$ cat src/rtl/mdio_pkg.sv
package mdio_pkg;

  localparam int PRE_BITS   = 32;
  localparam int FRAME_BITS = PRE_BITS + 32;
  localparam int TA_POS     = PRE_BITS + 14;
  localparam int DATA_POS   = PRE_BITS + 16;
  localparam int PAY_W      = 16;

  localparam int OFS_CTRL  = 0;
  localparam int OFS_RDATA = 4;
  localparam int OFS_WDATA = 8;

  localparam int BIT_GO = 12;
  localparam int BIT_RD = 11;
  localparam int BIT_WR = 10;

  typedef struct packed {
    logic       rd;
    logic       wr;
    logic [4:0] phy;
    logic [4:0] regn;
  } cmd_t;

endpackage

$ cat src/rtl/mdio_clkgen.sv
module mdio_clkgen #(
  parameter int HALF = 4
) (
  input  logic clk,
  input  logic rst,
  input  logic run,
  output logic mdc,
  output logic rise,
  output logic fall
);
  localparam int CW = (HALF > 1) ? $clog2(HALF) : 1;

  logic [CW-1:0] cnt;
  logic          tick;

  assign tick = run && (cnt == CW'(HALF - 1));
  assign rise = tick && !mdc;
  assign fall = tick && mdc;

  always_ff @(posedge clk) begin
    if (rst || !run) begin
      cnt <= '0;
      mdc <= 1'b0;
    end else if (tick) begin
      cnt <= '0;
      mdc <= ~mdc;
    end else begin
      cnt <= cnt + CW'(1);
    end
  end
endmodule

$ cat src/rtl/mdio_frame.sv
module mdio_frame
  import mdio_pkg::*;
(
  input  logic             clk,
  input  logic             rst,
  input  logic             start,
  input  logic             op_rd,
  input  logic [4:0]       phy,
  input  logic [4:0]       regn,
  input  logic [PAY_W-1:0] payload,
  input  logic             rise,
  input  logic             fall,
  input  logic             mdio_i,
  output logic             busy,
  output logic             mdio_o,
  output logic             mdio_oe,
  output logic [PAY_W-1:0] rd_word
);
  localparam int IDX_W = $clog2(FRAME_BITS);

  logic [FRAME_BITS-1:0] shreg;
  logic [IDX_W-1:0]      idx;
  logic [IDX_W-1:0]      idx_nxt;
  logic                  is_rd;
  logic [PAY_W-1:0]      rd_sh;

  assign idx_nxt = idx + IDX_W'(1);

  always_ff @(posedge clk) begin
    if (rst) begin
      busy    <= 1'b0;
      shreg   <= '0;
      idx     <= '0;
      is_rd   <= 1'b0;
      mdio_o  <= 1'b1;
      mdio_oe <= 1'b0;
      rd_sh   <= '0;
      rd_word <= '0;
    end else if (start && !busy) begin
      busy    <= 1'b1;
      is_rd   <= op_rd;
      idx     <= '0;
      shreg   <= {{PRE_BITS{1'b1}}, 2'b01, (op_rd ? 2'b10 : 2'b01), phy, regn,
                  (op_rd ? 2'b11 : 2'b10), (op_rd ? {PAY_W{1'b1}} : payload)};
      mdio_o  <= 1'b1;
      mdio_oe <= 1'b1;
    end else if (busy) begin
      if (rise && is_rd && (idx >= IDX_W'(DATA_POS)))
        rd_sh <= {rd_sh[PAY_W-2:0], mdio_i};
      if (fall) begin
        if (idx == IDX_W'(FRAME_BITS - 1)) begin
          busy    <= 1'b0;
          mdio_o  <= 1'b1;
          mdio_oe <= 1'b0;
          if (is_rd)
            rd_word <= rd_sh;
        end else begin
          idx     <= idx_nxt;
          shreg   <= {shreg[FRAME_BITS-2:0], 1'b1};
          mdio_o  <= shreg[FRAME_BITS-2];
          mdio_oe <= !(is_rd && (idx_nxt >= IDX_W'(TA_POS)));
        end
      end
    end
  end
endmodule

$ cat src/rtl/mdio_master.sv
module mdio_master
  import mdio_pkg::*;
#(
  parameter int ADDR_W   = 4,
  parameter int DATA_W   = 32,
  parameter int DIV_HALF = 4
) (
  input  logic              clk,
  input  logic              rst,
  input  logic              reg_wr,
  input  logic              reg_rd,
  input  logic [ADDR_W-1:0] reg_addr,
  input  logic [DATA_W-1:0] reg_wdata,
  output logic [DATA_W-1:0] reg_rdata,
  output logic              mdc,
  output logic              mdio_o,
  output logic              mdio_oe,
  input  logic              mdio_i
);
  logic             busy;
  logic             go;
  logic             rise;
  logic             fall;
  cmd_t             cmd_q;
  logic [PAY_W-1:0] wdata_q;
  logic [PAY_W-1:0] rd_word;
  logic [DATA_W-1:0] rd_mux;

  assign go = reg_wr && (reg_addr == ADDR_W'(OFS_CTRL)) && reg_wdata[BIT_GO]
              && (reg_wdata[BIT_RD] ^ reg_wdata[BIT_WR]) && !busy;

  always_ff @(posedge clk) begin
    if (rst) begin
      cmd_q   <= '0;
      wdata_q <= '0;
    end else begin
      if (go)
        cmd_q <= cmd_t'(reg_wdata[BIT_RD:0]);
      if (reg_wr && (reg_addr == ADDR_W'(OFS_WDATA)))
        wdata_q <= reg_wdata[PAY_W-1:0];
    end
  end

  always_comb begin
    rd_mux = '0;
    if (reg_addr == ADDR_W'(OFS_CTRL))
      rd_mux[BIT_GO:0] = {busy, cmd_q};
    else if (reg_addr == ADDR_W'(OFS_RDATA))
      rd_mux[PAY_W-1:0] = rd_word;
    else if (reg_addr == ADDR_W'(OFS_WDATA))
      rd_mux[PAY_W-1:0] = wdata_q;
  end

  always_ff @(posedge clk) begin
    if (rst)
      reg_rdata <= '0;
    else if (reg_rd)
      reg_rdata <= rd_mux;
  end

  mdio_clkgen #(.HALF(DIV_HALF)) u_clkgen (
    .clk  (clk),
    .rst  (rst),
    .run  (busy),
    .mdc  (mdc),
    .rise (rise),
    .fall (fall)
  );

  mdio_frame u_frame (
    .clk     (clk),
    .rst     (rst),
    .start   (go),
    .op_rd   (reg_wdata[BIT_RD]),
    .phy     (reg_wdata[9:5]),
    .regn    (reg_wdata[4:0]),
    .payload (wdata_q),
    .rise    (rise),
    .fall    (fall),
    .mdio_i  (mdio_i),
    .busy    (busy),
    .mdio_o  (mdio_o),
    .mdio_oe (mdio_oe),
    .rd_word (rd_word)
  );
endmodule

$ cat config.mk
export PLATFORM = sky130hd
export DESIGN_NAME = mdio_master
export DESIGN_NICKNAME = d
export VERILOG_FILES = /design/src/rtl/mdio_pkg.sv /design/src/rtl/mdio_clkgen.sv /design/src/rtl/mdio_frame.sv /design/src/rtl/mdio_master.sv
export SDC_FILE = /design/constraint.sdc
export NUM_CORES = 1
export LEC_CHECK = 0
export BUFFER_PORTS_ARGS = -buffer_cell sky130_fd_sc_hd__buf_2
export CELL_PAD_IN_SITES_DETAIL_PLACEMENT = 0
export CELL_PAD_IN_SITES_GLOBAL_PLACEMENT = 1
export CORE_MARGIN = 8
export CORE_UTILIZATION = 48
export CTS_BUF_LIST = sky130_fd_sc_hd__clkbuf_4
export DETAILED_ROUTE_END_ITERATION = 10
export HOLD_SLACK_MARGIN = 0.05
export PLACE_DENSITY_LB_ADDON = 0.1
export REMOVE_ABC_BUFFERS = 1
export SETUP_SLACK_MARGIN = 0.5
export SYNTH_ARGS = -nofsm -noshare
export SYNTH_HDL_FRONTEND = slang
export SYNTH_SLANG_ARGS = --single-unit
$ cat constraint.sdc
create_clock -name clk -period 4.65 [get_ports clk]
set_input_delay 0.93 -clock clk [delete_from_list [all_inputs] [get_ports clk]]
set_output_delay 0.93 -clock clk [all_outputs]
set_load 0.005 [all_outputs]
## Word-level counts from Yosys, hierarchy flattened

Index checks and enable logic that the tools add are counted.

| word-level totals | value |
|---|---|
| output and inout port bits | 35 |
| register bits after elaboration | 152 |
| bits of input ports | 41 |

| operators by class | value |
|---|---|
| mux-type cells | 20 |
| $lt $le $gt $ge | 2 |
| reduce and logical (&&, ||, !) cells | 27 |
| add/subtract/negate cells | 2 |
| bitwise gates (word level) | 4 |
| equality and inequality tests | 5 |

Operators with widths:

| operator | number |
|---|---|
| 63-bit two-way mux | 4 |
| 16-bit two-way mux | 3 |
| 13-bit two-way mux | 1 |
| 6-bit >= comparator, second input constant | 2 |
| 1-bit logical AND | 12 |
| 1-bit two-way mux | 10 |
| 3-bit AND reduction | 3 |
| 6-bit by 1-bit adder with 6-bit output, second input constant | 1 |
| 6-bit equality test, second input constant | 1 |
| 5-bit AND reduction | 1 |
| 4-bit by 3-bit equality test with 1-bit output, second input constant | 1 |
| 4-bit equality test, second input constant | 1 |
| 4-bit zero test | 1 |
| 2-bit AND reduction | 2 |
| 2-bit nonzero test | 2 |
| 2-bit OR reduction | 2 |
| 1-bit zero test | 3 |
| 3-bit two-way mux | 1 |
| 1-bit inverter | 3 |
| 2-bit by 1-bit adder with 2-bit output, second input constant | 1 |
| 2-bit equality test, second input constant | 1 |
| 2-bit two-way mux | 1 |
| 2-bit by 1-bit != test with 1-bit output, second input constant | 1 |
| 1-bit logical OR | 1 |
| 1-bit bitwise XOR | 1 |

## Depth between registers and ports, before layout

| logic depth | value |
|---|---|
| depth after elaboration | 8 |
| depth in mapped cells | 8 |
| gate-level depth less buffers | 7 |

## Cells and area by module

Synthesis repeated with hierarchy kept, for this count alone.

| second synthesis, totals | value |
|---|---|
| cells, all modules | 779 |
| area, all modules | 6,308.6 um2 |

Modules (own cells, without submodules):

| module | seq. area each (um2) | cells each | times used | area each (um2) |
|---|---|---|---|---|
| mdio_frame | 2,102.0 | 511 | 1 | 4,080.2 |
| mdio_master | 880.8 | 256 | 1 | 2,110.8 |
| mdio_clkgen | 60.1 | 12 | 1 | 117.6 |

## Least setup slack after synthesis

OpenSTA, ideal clock, no wires.

| timing path | value |
|---|---|
| path kind | input-to-reg |
| start | input reg_addr[3] |
| end | register u_frame.shreg[0] |
| arrival | 2.115 ns |
| buffers on the path | 2 |
| stages on the path | 7 |
| setup time | 0.132 ns |
| slack | 2.403 ns |
| cells stage by stage | buf_2 > nor4b_1 > nand3_1 > buf_2 > or3_1 > o21ai_0 > a21oi_1 |

| between the ends | value |
|---|---|
| cells in the longest elaborated chain, start to end | 8 |
| elaborated cells between the ends (all ways) | 11 |
| those cells by class | eq/ne: 1; mux: 1; reduce/logical: 9 |

Ends and longest elaborated chain:

| item | line | RTL |
|---|---|---|
| from (decl) | mdio_master.sv:12 | `input logic [ADDR_W-1:0] reg_addr,` |
| 4-bit zero test * | mdio_master.sv:29 | `assign go = reg_wr && (reg_addr == ADDR_W'(OFS_CTRL)) && reg_wdata[BIT_GO]` |
| 1-bit logical AND * (2 in a row) | mdio_master.sv:29 |  |
| 1-bit logical AND * (2 in a row) | mdio_master.sv:30 | `&& (reg_wdata[BIT_RD] ^ reg_wdata[BIT_WR]) && !busy;` |
| 1-bit logical AND * | mdio_frame.sv:39 | `end else if (start && !busy) begin` |
| 2-bit by 1-bit != test with 1-bit output (no line) or 2-bit nonzero test (tied branches) | -- |  |
| 3-bit AND reduction (no line) | -- |  |
| to (signal assigned) | mdio_frame.sv:43 | `shreg <= {{PRE_BITS{1'b1}}, 2'b01, (op_rd ? 2'b10 : 2'b01), phy, regn,` |
| to (signal assigned) | mdio_frame.sv:59 | `shreg <= {shreg[FRAME_BITS-2:0], 1'b1};` |
| to (decl) | mdio_frame.sv:21 | `logic [FRAME_BITS-1:0] shreg;` |

Mark *: on every way between the ends. The rest lies on a longest branch, timed or not.
A chain may end at the register's enable or synchronous reset.

## Final worst setup path

| timing path | value |
|---|---|
| start | input reg_addr[3] |
| end | register u_frame.shreg[44] |

Same word-level chain as after synthesis.

==> qor.json <==
{
  "power.sequential.fraction_pct": 65.3,
  "grt.total_usage_pct": 16.83,
  "internal_power_mw": 1.526,
  "timing.critical_path.slowest_stage_cell": "sky130_fd_sc_hd__nand2_1",
  "ff2ff_path_depth": 5,
  "finClkSkew_ns": 0.01648,
  "finalHoldViolCount": 0,
  "fin_setup_tns_ns": 0,
  "timing.final.crit_period_ns": 2.833,
  "yosysWarningCount": 0,
  "gp_congestion": 0.7485,
  "whs_ns": 0.4369,
  "synth-async-reset-ratio_pct": 0,
  "die_width_um": 127.9,
  "clk_transition_reported_paths_ns": 0.11,
  "power.density_nw_per_um2": 309.8,
  "multiInputGateArea_um2": 2706,
  "initial_drc_count": 281,
  "rsz0062_at_grt": "no",
  "timing.hold.worst.class": "flip-flop to flip-flop",
  "nets": 775,
  "drive_above_1_share_pct": 11.35,
  "total_vias_in_the_final_route": 4714,
  "wirelength_um": 13160,
  "mostFrequentLayoutCell": "sky130_fd_sc_hd__nand2_1",
  "ir_worst_vdd_v": 0.0001439,
  "clockRootBuffer": "sky130_fd_sc_hd__clkbuf_4",
  "cts.sink_count": 151,
  "cts.repair.resized": 0,
  "finalCritPeriodShare_pct": 60.93,
  "run_status": "completed",
  "maxSlewViolCount": 0,
  "number_of_enable_type_register_cells_in_the_synthesized_netlist": 0,
  "crit_chain": "buf_2, nor4b_1, nand3_1, nand2_1, o22ai_1, nor2_1",
  "grt_antenna_before_repair": 0,
  "cp-start-kind": "input port",
  "die_y_um": 127.9,
  "layout-area-overhead-vs-synth_pct": 7.033,
  "power.switching_mw": 0.4683,
  "tritoncts_clock_tree": "done",
  "p_comb_share_pct": 3.6,
  "fillCellCount": 1277,
  "grt_pass1_vias": 4562,
  "max_clock_freq_mhz": 353.0,
  "cp_slowest_stage_delay_ns": 0.76,
  "cts_inserted_buffers": 17,
  "maxCapViolations": 0,
  "portion_of_the_post_synthesis_area_used_by_sequential_elements_pct": 50.27,
  "design_power_total_mw": 1.994,
  "finalSetupViolations": 0,
  "overflow": 0,
  "grt_first_pass_wirelength_um": 22100,
  "cts_htree_levels": 4,
  "buffers_on_ports": 43,
  "placedCellCount": 884,
  "synth.cell_area_um2": 6013,
  "syn-instance-count": 711,
  "core.rowCount": 41,
  "clkLatencyLatePin_ns": 0.53,
  "reported_leakage_power_nw": 2.260,
  "power.share.clock_pct": 31.1,
  "detailed_place_hpwl_um": 8555,
  "timing.critical_path.arrival_ns": 3.30,
  "postCtsHoldBufs": 0,
  "floorplan.die_area_um2": 16360,
  "core_region_area_um2": 12410,
  "routed_wire_length_per_instance_um": 14.43,
  "setup.worst_path.class": "input port to flip-flop",
  "antenna_cells": 0,
  "synthFlopType": "sky130_fd_sc_hd__dfxtp_1",
  "register_area_um2": 3023,
  "initial_utilization_pct": 48.44,
  "clock_tree.buffer_depth": 2,
  "post-cts-setup-buffer-count": 0,
  "drtPass1Iterations": 5,
  "switching_share_pct": 23.49,
  "design.portCount": 76,
  "layout_common_cells": "sky130_fd_sc_hd__nand2_1 (161), sky130_fd_sc_hd__dfxtp_1 (151), sky130_fd_sc_hd__nor2_1 (74)",
  "timing.hold.worst_path_depth": 1,
  "postLayoutSetupSlackWorst_ns": 1.817,
  "grt_max_degree": 60,
  "synth_area_per_cell_um2": 8.457,
  "worst_margin_pin_slew_ns": 1.114,
  "synth-seq-cells": 151,
  "antenna_violating_nets_left": 0,
  "place_worst_setup_slack_ns": 1.199,
  "yosysUniqueCellTypes": 39,
  "cp.required_ns": 5.12,
  "remaining_drc_errors": 0,
  "final_cells": 912,
  "critPathCaptureType": "flip-flop",
  "timing.slew.headroom_pct": 25.58,
  "path_max_fanout": 19,
  "vias_per_cell": 5.169
}
==> Yosys cell counts, types with 17 or more instances <==
| cell type | instances | area, µm² |
|---|---|---|
| sky130_fd_sc_hd__a21oi_1 | 53 | 265.3 |
| sky130_fd_sc_hd__a31oi_1 | 42 | 262.8 |
| sky130_fd_sc_hd__buf_2 | 17 | 85.08 |
| sky130_fd_sc_hd__buf_4 | 17 | 127.6 |
| sky130_fd_sc_hd__clkbuf_1 | 30 | 112.6 |
| sky130_fd_sc_hd__dfxtp_1 | 151 | 3023 |
| sky130_fd_sc_hd__mux2i_1 | 46 | 460.4 |
| sky130_fd_sc_hd__nand2_1 | 161 | 604.3 |
| sky130_fd_sc_hd__nor2_1 | 74 | 277.8 |
| sky130_fd_sc_hd__nor2b_1 | 18 | 112.6 |
| sky130_fd_sc_hd__o21ai_0 | 30 | 150.1 |
| sky130_fd_sc_hd__o22ai_1 | 19 | 118.9 |
==> power by group through the flow <==
stage / Sequential, mW / Combinational [mW] / Clock, mW
after floorplan: 1.33 / 0.0224 / 0
after global placement: 1.33 / 0.0705 / 0
after detailed placement: 1.33 / 0.0722 / 0
after CTS: 1.30 / 0.0724 / 0.652
after global routing: 1.30 / 0.0802 / 0.708
final: 1.30 / 0.0721 / 0.620
==> worst max-delay path, delay by kind of cell <==
family                 cells  cell delay [ns]
and+or+nand+nor            4             1.91
AOI/OAI and AO/OA          1             0.18
buffers and inverters      1             0.26
==> worst paths after layout <==
| path | slack, ns | endpoint | from |
|---|---|---|---|
| setup / recovery | 1.82 | u_frame.shreg[44] | reg_addr[3] |
| hold / removal | 0.44 | u_clkgen.cnt[0] | u_clkgen.cnt[0] |
| setup reg to reg | 2.05 | u_frame.shreg[44] | u_frame.busy |
| hold reg to reg | 0.44 | u_clkgen.cnt[0] | u_clkgen.cnt[0] |
==> final cells by class <==
class / instances / area share [%]
multi-input combinational: 505 / 42.05
tap: 172 / 3.344
inverter: 3 / 0.1750
sequential: 151 / 46.97
clock buffer: 20 / 2.333
timing repair buffer: 53 / 4.549
clock inverter: 8 / 0.5832
==> sequential cells by signal (all words and copies together), names as in the netlist <==
signal           flops
u_frame.rd_sh       16
u_frame.mdio_o       1
cmd_q               12
wdata_q             16
u_frame.mdio_oe      1
u_frame.busy         1
u_clkgen.mdc         1
reg_rdata           16
u_frame.idx          6
u_clkgen.cnt         2
u_frame.shreg       63
u_frame.rd_word     16
==> metal layers <==
| metal | up-vias | wire length [µm] | track usage (%) |
|---|---|---|---|
| li1 | 2424 | - | - |
| met1 | 2209 | 6235 | 21.15 |
| met2 | 72 | 6202 | 27.07 |
| met3 | 9 | 566 | 4.825 |
| met4 | 0 | 156 | 5.734 |
| met5 | - | 0 | 0 |
==> cell families after synthesis <==
family | after synthesis | share of synthesized area (%)
simple gates | 278 | 19.87
compound gates | 156 | 14.73
flops | 151 | 50.27
buf+inv | 70 | 5.909
mux | 46 | 7.657
xor+xnor | 6 | 0.8741
fa+ha+maj | 3 | 0.6243
other cells | 1 | 0.06236
==> metrics by stage <==
| step | instance area [µm²] | utilization, % |
|---|---|---|
| floorplan | 5725 | - |
| global placement | 6248 | 50.33 |
| detailed placement | 6248 | 50.33 |
| CTS | 6436 | 51.84 |
| global route | 6436 | 51.84 |
| finish | 6436 | 51.84 |
Note: power is estimated with default switching activity, not from simulation.
